`src/rtl/bsnap_pkg.sv`:
```
package bsnap_pkg;

    localparam int DATA_W = 16;
    localparam int ADDR_W = 8;
    localparam int VIS_W  = 2 * DATA_W;

    localparam logic [ADDR_W-1:0] OFS_CTRL   = 8'h60;
    localparam logic [ADDR_W-1:0] OFS_STAT   = 8'h68;
    localparam logic [ADDR_W-1:0] OFS_LSTAT  = 8'h6A;
    localparam logic [ADDR_W-1:0] OFS_IEN    = 8'h6C;
    localparam logic [ADDR_W-1:0] OFS_ERR_LO = 8'h74;
    localparam logic [ADDR_W-1:0] OFS_ERR_HI = 8'h76;
    localparam logic [ADDR_W-1:0] OFS_BIT_LO = 8'h78;
    localparam logic [ADDR_W-1:0] OFS_BIT_HI = 8'h7A;

    typedef struct packed {
        logic src_ext;
        logic loc_upd;
    } ctrl_t;

    typedef enum logic [1:0] {
        CNT_HOLD,
        CNT_STEP,
        CNT_RESTART
    } cnt_op_e;

    function automatic logic [DATA_W-1:0] half_of(input logic [VIS_W-1:0] v, input logic hi);
        return hi ? v[VIS_W-1:DATA_W] : v[DATA_W-1:0];
    endfunction

endpackage

```
`src/rtl/bsnap_trig.sv`:
```
module bsnap_trig
    import bsnap_pkg::*;
(
    input  logic  clk,
    input  logic  rst,
    input  ctrl_t ctrl,
    input  logic  ext_upd,
    output logic  upd,
    output logic  done
);
    logic trig_sel;
    logic trig_q;

    assign trig_sel = ctrl.src_ext ? ext_upd : ctrl.loc_upd;
    assign upd      = trig_sel & ~trig_q;

    always_ff @(posedge clk) begin
        if (rst) begin
            trig_q <= 1'b0;
            done   <= 1'b0;
        end else begin
            trig_q <= trig_sel;
            if (!trig_sel)
                done <= 1'b0;
            else if (upd)
                done <= 1'b1;
        end
    end


    upd_sets_done_chk: assert property (@(posedge clk) disable iff (rst)
        upd |=> done);


    held_no_retrig_chk: assert property (@(posedge clk) disable iff (rst)
        (done && trig_sel) |-> !upd);

endmodule

```
`src/rtl/bsnap_counter.sv`:
```
module bsnap_counter
    import bsnap_pkg::*;
#(
    parameter int CNT_W = 32
) (
    input  logic             clk,
    input  logic             rst,
    input  logic             inc,
    input  logic             upd,
    output logic [CNT_W-1:0] snap
);
    localparam logic [CNT_W-1:0] CNT_MAX = {CNT_W{1'b1}};

    logic [CNT_W-1:0] run;
    cnt_op_e          op;

    always_comb begin
        if (upd)
            op = CNT_RESTART;
        else if (inc && run != CNT_MAX)
            op = CNT_STEP;
        else
            op = CNT_HOLD;
    end

    always_ff @(posedge clk) begin
        if (rst) begin
            run  <= '0;
            snap <= '0;
        end else begin
            case (op)
                CNT_RESTART: begin
                    snap <= run;
                    run  <= inc ? CNT_W'(1) : '0;
                end
                CNT_STEP: run <= run + CNT_W'(1);
                default:  run <= run;
            endcase
        end
    end


    snap_only_on_upd_chk: assert property (@(posedge clk) disable iff (rst)
        !upd |=> $stable(snap));


    restart_value_chk: assert property (@(posedge clk) disable iff (rst)
        upd |=> (run == CNT_W'($past(inc))));


    no_wrap_chk: assert property (@(posedge clk) disable iff (rst)
        (run == CNT_MAX && !upd) |=> run == CNT_MAX);

endmodule

```
`src/rtl/bsnap_regs.sv`:
```
module bsnap_regs
    import bsnap_pkg::*;
(
    input  logic              clk,
    input  logic              rst,
    input  logic [ADDR_W-1:0] reg_addr,
    input  logic              reg_wr,
    input  logic [DATA_W-1:0] reg_wdata,
    output logic [DATA_W-1:0] reg_rdata,
    input  logic              upd,
    input  logic              done,
    input  logic [VIS_W-1:0]  err_vis,
    input  logic [VIS_W-1:0]  bit_vis,
    output ctrl_t             ctrl,
    output logic              irq
);
    logic [DATA_W-1:0] ien;
    logic              lat;
    logic              wr_ctrl, wr_lstat, wr_ien;

    assign wr_ctrl  = reg_wr && reg_addr == OFS_CTRL;
    assign wr_lstat = reg_wr && reg_addr == OFS_LSTAT;
    assign wr_ien   = reg_wr && reg_addr == OFS_IEN;

    always_ff @(posedge clk) begin
        if (rst) begin
            ctrl <= '0;
            ien  <= '0;
            lat  <= 1'b0;
        end else begin
            if (wr_ctrl)
                ctrl <= reg_wdata[1:0];
            if (wr_ien)
                ien <= reg_wdata;
            if (upd)
                lat <= 1'b1;
            else if (wr_lstat && reg_wdata[0])
                lat <= 1'b0;
        end
    end

    assign irq = lat & ien[0];

    always_comb begin
        reg_rdata = '0;
        case (reg_addr)
            OFS_CTRL:   reg_rdata[1:0] = ctrl;
            OFS_STAT:   reg_rdata[0]   = done;
            OFS_LSTAT:  reg_rdata[0]   = lat;
            OFS_IEN:    reg_rdata      = ien;
            OFS_ERR_LO: reg_rdata      = half_of(err_vis, 1'b0);
            OFS_ERR_HI: reg_rdata      = half_of(err_vis, 1'b1);
            OFS_BIT_LO: reg_rdata      = half_of(bit_vis, 1'b0);
            OFS_BIT_HI: reg_rdata      = half_of(bit_vis, 1'b1);
            default:    reg_rdata      = '0;
        endcase
    end


    lat_set_wins_chk: assert property (@(posedge clk) disable iff (rst)
        upd |=> lat);


    lat_clear_chk: assert property (@(posedge clk) disable iff (rst)
        (wr_lstat && reg_wdata[0] && !upd) |=> !lat);

endmodule

```
`src/rtl/bert_snapshot_counter.sv`:
```
module bert_snapshot_counter
    import bsnap_pkg::*;
#(
    parameter int CNT_W = 32
) (
    input  logic              clk,
    input  logic              rst,
    input  logic              bit_vld,
    input  logic              bit_err,
    input  logic              ext_upd,
    input  logic [ADDR_W-1:0] reg_addr,
    input  logic              reg_wr,
    input  logic [DATA_W-1:0] reg_wdata,
    output logic [DATA_W-1:0] reg_rdata,
    output logic              irq
);
    localparam int NCNT = 2;

    ctrl_t              ctrl;
    logic               upd;
    logic               done;
    logic [NCNT-1:0]    inc;
    logic [CNT_W-1:0]   snap [NCNT];
    logic [VIS_W-1:0]   vis  [NCNT];

    assign inc[0] = bit_vld;
    assign inc[1] = bit_vld & bit_err;

    bsnap_trig u_trig (
        .clk     (clk),
        .rst     (rst),
        .ctrl    (ctrl),
        .ext_upd (ext_upd),
        .upd     (upd),
        .done    (done)
    );

    for (genvar g = 0; g < NCNT; g++) begin : g_cnt
        bsnap_counter #(.CNT_W(CNT_W)) u_cnt (
            .clk  (clk),
            .rst  (rst),
            .inc  (inc[g]),
            .upd  (upd),
            .snap (snap[g])
        );
        always_comb begin
            vis[g] = '0;
            vis[g][CNT_W-1:0] = snap[g];
        end
    end

    bsnap_regs u_regs (
        .clk       (clk),
        .rst       (rst),
        .reg_addr  (reg_addr),
        .reg_wr    (reg_wr),
        .reg_wdata (reg_wdata),
        .reg_rdata (reg_rdata),
        .upd       (upd),
        .done      (done),
        .err_vis   (vis[1]),
        .bit_vis   (vis[0]),
        .ctrl      (ctrl),
        .irq       (irq)
    );


    local_ignored_chk: assert property (@(posedge clk) disable iff (rst)
        (ctrl.src_ext && $past(ctrl.src_ext) && !ext_upd) |-> !upd);


    ext_ignored_chk: assert property (@(posedge clk) disable iff (rst)
        (!ctrl.src_ext && !$past(ctrl.src_ext) && !ctrl.loc_upd) |-> !upd);


    err_within_bits_chk: assert property (@(posedge clk) disable iff (rst)
        upd |=> (vis[1] <= vis[0]));

endmodule

```
`config.mk`:
```
export PLATFORM = sky130hd
export DESIGN_NAME = bert_snapshot_counter
export DESIGN_NICKNAME = d
export VERILOG_FILES = /design/src/rtl/bsnap_pkg.sv /design/src/rtl/bsnap_trig.sv /design/src/rtl/bsnap_counter.sv /design/src/rtl/bsnap_regs.sv /design/src/rtl/bert_snapshot_counter.sv
export SDC_FILE = /design/constraint.sdc
export NUM_CORES = 1
export LEC_CHECK = 0
export ABC_AREA = 1
export BUFFER_PORTS_ARGS = -buffer_cell sky130_fd_sc_hd__clkbuf_2
export CORE_MARGIN = 3
export CORE_UTILIZATION = 23
export CTS_CLUSTER_SIZE = 14
export DETAILED_ROUTE_END_ITERATION = 8
export PLACE_DENSITY = 0.46
export SLEW_MARGIN = 10
export SYNTH_ARGS = -nofsm -noshare
export SYNTH_HDL_FRONTEND = slang
export SYNTH_SLANG_ARGS = --single-unit
```
`constraint.sdc`:
```
create_clock -name clk -period 1.6 [get_ports clk]
set_input_delay 0.32 -clock clk [delete_from_list [all_inputs] [get_ports clk]]
set_output_delay 0.32 -clock clk [all_outputs]
set_load 0.01 [all_outputs]
```
After elaboration in Yosys (flattened, before gate mapping)
Index checks and enable logic that the tools add are counted.
{"block": "word_totals", "register_bits": 149, "latch_bits": 0, "ram_bits": 0, "mem_bits_ro": 0, "input_bits": 30, "out_inout_bits": 17, "elab_cells": 55, "mem_count": 0}
{"block": "op_classes", "n_addsub": 2, "mul": 0, "div_mod_pow": 0, "magnitude_cmp": 0, "eq_ne": 14, "n_shift": 0, "muxes": 14, "n_bitwise": 5, "n_reduce_logical": 10}
{"cell": "32-bit one-hot mux with 2 select lines", "count": 2}
{"cell": "14-bit one-hot mux with 5 select lines", "count": 1}
{"cell": "32-bit by 1-bit adder with 32-bit output, second input constant", "count": 2}
{"cell": "8-bit by 7-bit == test with 1-bit output, second input constant", "count": 8}
{"cell": "32-bit != test, second input constant", "count": 2}
{"cell": "1-bit one-hot mux with 8 select lines", "count": 1}
{"cell": "1-bit 2-to-1 mux", "count": 7}
{"cell": "1-bit logical AND", "count": 6}
{"cell": "1-bit one-hot mux with 6 select lines", "count": 1}
{"cell": "2-bit nonzero test", "count": 3}
{"cell": "2-bit by 1-bit == test with 1-bit output, second input constant", "count": 2}
{"cell": "2-bit == test, second input constant", "count": 2}
{"cell": "2-bit 2-to-1 mux", "count": 2}
{"cell": "1-bit bitwise AND", "count": 3}
{"cell": "1-bit inverter", "count": 2}
{"cell": "2-bit OR reduction", "count": 1}

Depth between registers and ports, before layout
{"block": "logic_depth", "depth_word": 6, "mapped_depth": 13, "ltp_nobuf": 12}

Modules after synthesis
From an unflattened synthesis, not the netlist that was laid out.
{"block": "hier_totals", "hier_cells": 1287, "hier_area_um2": 8096.5}
{"mod": "bsnap_counter", "instances": 2, "cells_each": 471, "area_per_inst_um2": 3091.7, "seq_area_each_um2": 1281.2}
{"mod": "bsnap_regs", "instances": 1, "cells_each": 328, "area_per_inst_um2": 1805.5, "seq_area_each_um2": 380.4}
{"mod": "bsnap_trig", "instances": 1, "cells_each": 15, "area_per_inst_um2": 100.1, "seq_area_each_um2": 40.0}
{"mod": "bert_snapshot_counter", "instances": 1, "cells_each": 2, "area_per_inst_um2": 7.5, "seq_area_each_um2": 0.0}

Least setup slack after synthesis
OpenSTA, ideal clock, no wires.
{"block": "synth_path", "kind": "input port to output port", "from": "in reg_addr[1]", "to": "out reg_rdata[5]", "arrival_time_ns": 1.308, "required_ns": 1.280, "slack_ns": -0.028, "path_stages": 8, "path_buffers": 1, "path_cell_list": "inv_1 nand2_1 nor3_1 nand2_1 inv_1 buf_2 nand2_1 nand4_1"}
{"block": "synth_between", "elab_chain_len": 2, "word_cells_on_any_way": 6, "cone_classes": "eq/ne (5); mux (1)"}
{"element": "start: declaration", "line": "bert_snapshot_counter.sv:11", "rtl": "input logic [ADDR_W-1:0] reg_addr,"}
{"element": "8-bit by 7-bit == test with 1-bit output", "line": "bsnap_regs.sv:46", "rtl": "case (reg_addr)"}
{"element": "14-bit one-hot mux with 5 select lines (*)", "line": "bsnap_regs.sv:46"}
{"element": "end: declaration", "line": "bert_snapshot_counter.sv:14", "rtl": "output logic [DATA_W-1:0] reg_rdata,"}
Every way passes the cells marked *; elsewhere a longest branch is shown, timed or not.

Final worst setup path
Same ends and word-level chain as after synthesis.

==> impl_metrics.toml <==
[critical_path]
path_cells = "buf_6 -> inv_4 -> buf_6 -> nor4_4 -> buf_6 -> nand3_2 -> o21ai_2 -> inv_1 -> nand4_1 -> buf_2"
path_buf_inv = 6
endpoint_kind = "primary output"
cpLargestDelayFamily = "buffers and inverters"
arrival_ns = 1.53
worst-setup-path-type = "in -> out"
cpPeakStageDelay_ns = 0.30
crit_top_cell = "buf_6"
cp_slowest_cell = "nor4_4"
start_kind = "input port"
cp_max_fo = 7
required_ns = 1.28

[timing]
finalHoldViolations = 0
min_period_ns = 1.85
fmax_ghz = 0.541
report.final.setup_viol = 21
rsz0062_at_grt = "yes"
tightest_slew_ns = 0.357
period_share_pct = 115
setup_ws_ns = -0.248
holdWs_ns = 0.178
relSlewSlack_pct = 76.0
finalMaxSlewViolations = 0
skew_ns = 0.00960

[routing]
avgViaCountPerCell = 4.57
dr.pass1.iters = 5
drt-total-wl_um = 28000
vias = 8248
drc = 0
ant_nets = 0
post_drt_wl_per_cell_um = 15.5
drt_iter0_drc = 484

[finish]
postLayoutCellArea_um2 = 11200
diodes = 0
stdcell_count = 1805
final_layout_size_suffix_gt1_share_pct = 32.6
areaGrowthSynthToFinish_pct = 46.0
fin_nets = 1382

[synthesis]
yosysMostFrequentCell = "nand2_1"
ys_ff_latch = 149
syn_area_um2 = 7680
synth_ff_type = "dfxtp_1"
yosysUniqueCellTypes = 32
ys.warnings.count = 0
synth_area_leaders = "dfxtp_1 39%, nand2_1 12%, nor2_1 9.4%, nand3_1 7.1%, o21ai_0 6.9%"
synth_area_leader_cell = "dfxtp_1"
ys_top_cells_by_count = "248 x nand2_1, 193 x nor2_1, 149 x dfxtp_1, 126 x inv_1, 109 x nand3_1"
avgSynthCellArea_um2 = 6.50
synthArstFlopShare_pct = 0
synthCells = 1183
synth_fp_nets = 1215
synth-edff-count = 0
synth_top_area_share_pct = 38.8
ys_seq_area_share_pct = 38.8

[die]
core_um2 = 32700
start_util_pct = 23.5
num_rows = 66
io_pins = 47
die_w_um = 189
die_h_um = 189
die-area_um2 = 35600

[run_status]
outcome = "finished with violations"
violations = "negative setup slack"

[placed_design]
dp_cells = 1744
gp_congestion = 0.903
post_dp_cell_area_um2 = 9290
io_buffers = 46
dp_hpwl_um = 20600
dpl_worst_slack_ns = -0.277

[clocking]
clockBufferDepth = 2
h-tree-depth = 4
clk_pin_slew_ns = 0.06
numCtsBuffers = 17
hold_buffers = 0
cts_sinks = 149
ctsRootBufferMaster = "clkbuf_16"
clkLatencyLatePin_ns = 0.43
tritoncts = "built"

[global_route]
grt_usage_pct = 15.4
antenna_found_initial = 0
grt_pass1_vias = 7679
overflow = 0
grt_pass1_wl_um = 42800
grt_max_degree = 48

[pwr]
irDropWorstVdd_mv = 0.684
power_mw = 8.55
p_leak_nw = 4.32
powerDensity_nw_per_um2 = 762

[min_path]
hp-class = "in -> reg"

[flow_run]
cap_violations = 0
==> cells by family (layout without fill, tap and decap cells) <==
logic type                 after synthesis  after routing  share of synthesized area, %
AOI/OAI and AO/OA                      205            205                          13.4
buffers and inverters                  184            363                          9.88
DFF                                    149            149                          38.8
xor gates and xnor gates                12             12                          1.37
and+or+nand+nor                        631            632                          36.2
adders and majority gates                2              2                         0.326
==> worst paths after layout <==
kind                               from                endpoint  slack, ns  cells after the start
setup / recovery            reg_addr[1]            reg_rdata[5]      -0.25                     10
setup reg to reg  g_cnt[1].u_cnt.run[1]  g_cnt[1].u_cnt.run[22]      -0.01                     13
hold / removal            reg_wdata[13]          u_regs.ien[13]       0.18                      3
hold reg to reg          u_regs.ien[11]          u_regs.ien[11]       0.45                      2
==> where the power goes <==
part	switching, mW	leakage [nW]	internal (mW)
Sequential	0.0147	1.22	3.72
Combinational	0.308	2.81	0.239
Clock	1.76	0.292	2.52
==> layout make-up <==
cell class	instances	area, um^2
Fill cell	3522	21500
Multi-Input combinational cell	851	4730
Sequential cell	149	3030
Timing Repair Buffer	201	1780
Tap cell	442	553
Inverter	130	518
Clock buffer	19	443
Clock inverter	13	173
==> worst min-delay path, cell delays in order <==
cell      delay [ns]
clkbuf_2        0.07
o21ai_0         0.07
a21oi_1         0.10
==> registers in the layout, indices dropped and copies added (netlist names) <==
register,flops
g_cnt.u_cnt.run,64
g_cnt.u_cnt.snap,64
u_regs.ctrl,2
u_regs.ien,16
u_regs.lat,1
u_trig.done,1
u_trig.trig_q,1
==> routing by layer <==
layer	track usage [%]	vias to the layer above	wire length (um)
li1	-	4158	-
met1	21.6	3854	13500
met2	24.6	202	12700
met3	2.10	34	1200
met4	4.64	0	631
met5	0	-	0
==> layout by cell type, fill, tap and decap left out, types with 16 or more instances in the layout <==
master | Yosys | routed
nor2_2 | 9 | 26
nand3_1 | 109 | 64
nand2_1 | 248 | 231
nand4_1 | 28 | 28
buf_4 | 0 | 112
nor2_4 | 3 | 17
nand3_2 | 1 | 34
clkbuf_16 | 0 | 21
nand2_2 | 7 | 19
dfxtp_2 | 0 | 22
o21ai_2 | 0 | 24
inv_1 | 126 | 116
o21ai_0 | 106 | 85
a21oi_2 | 0 | 16
nor2_1 | 193 | 162
buf_6 | 6 | 27
dfxtp_1 | 149 | 122
clkbuf_2 | 0 | 27
a21oi_1 | 79 | 63
==> stage by stage <==
| stage | util [%] | setup TNS (ns) |
|---|---|---|
| finish | 34.3 | -2.76 |
| global route | 34.3 | -6.53 |
| CTS | 31.6 | -2.96 |
| detailed placement | 28.4 | -7.23 |
| global placement | 28.4 | -6.44 |
| floorplan | - | 0 |
==> timing repair <==
| action | 4_1_cts | 5_1_grt |
|---|---|---|
| gates resized for setup | 78 | 227 |
| setup endpoints to repair | 82 | 133 |
| setup buffers | 15 | 9 |
| cloned | 4 | 4 |
| pin swaps | 23 | 64 |
Power figures use the tool's default switching activity.
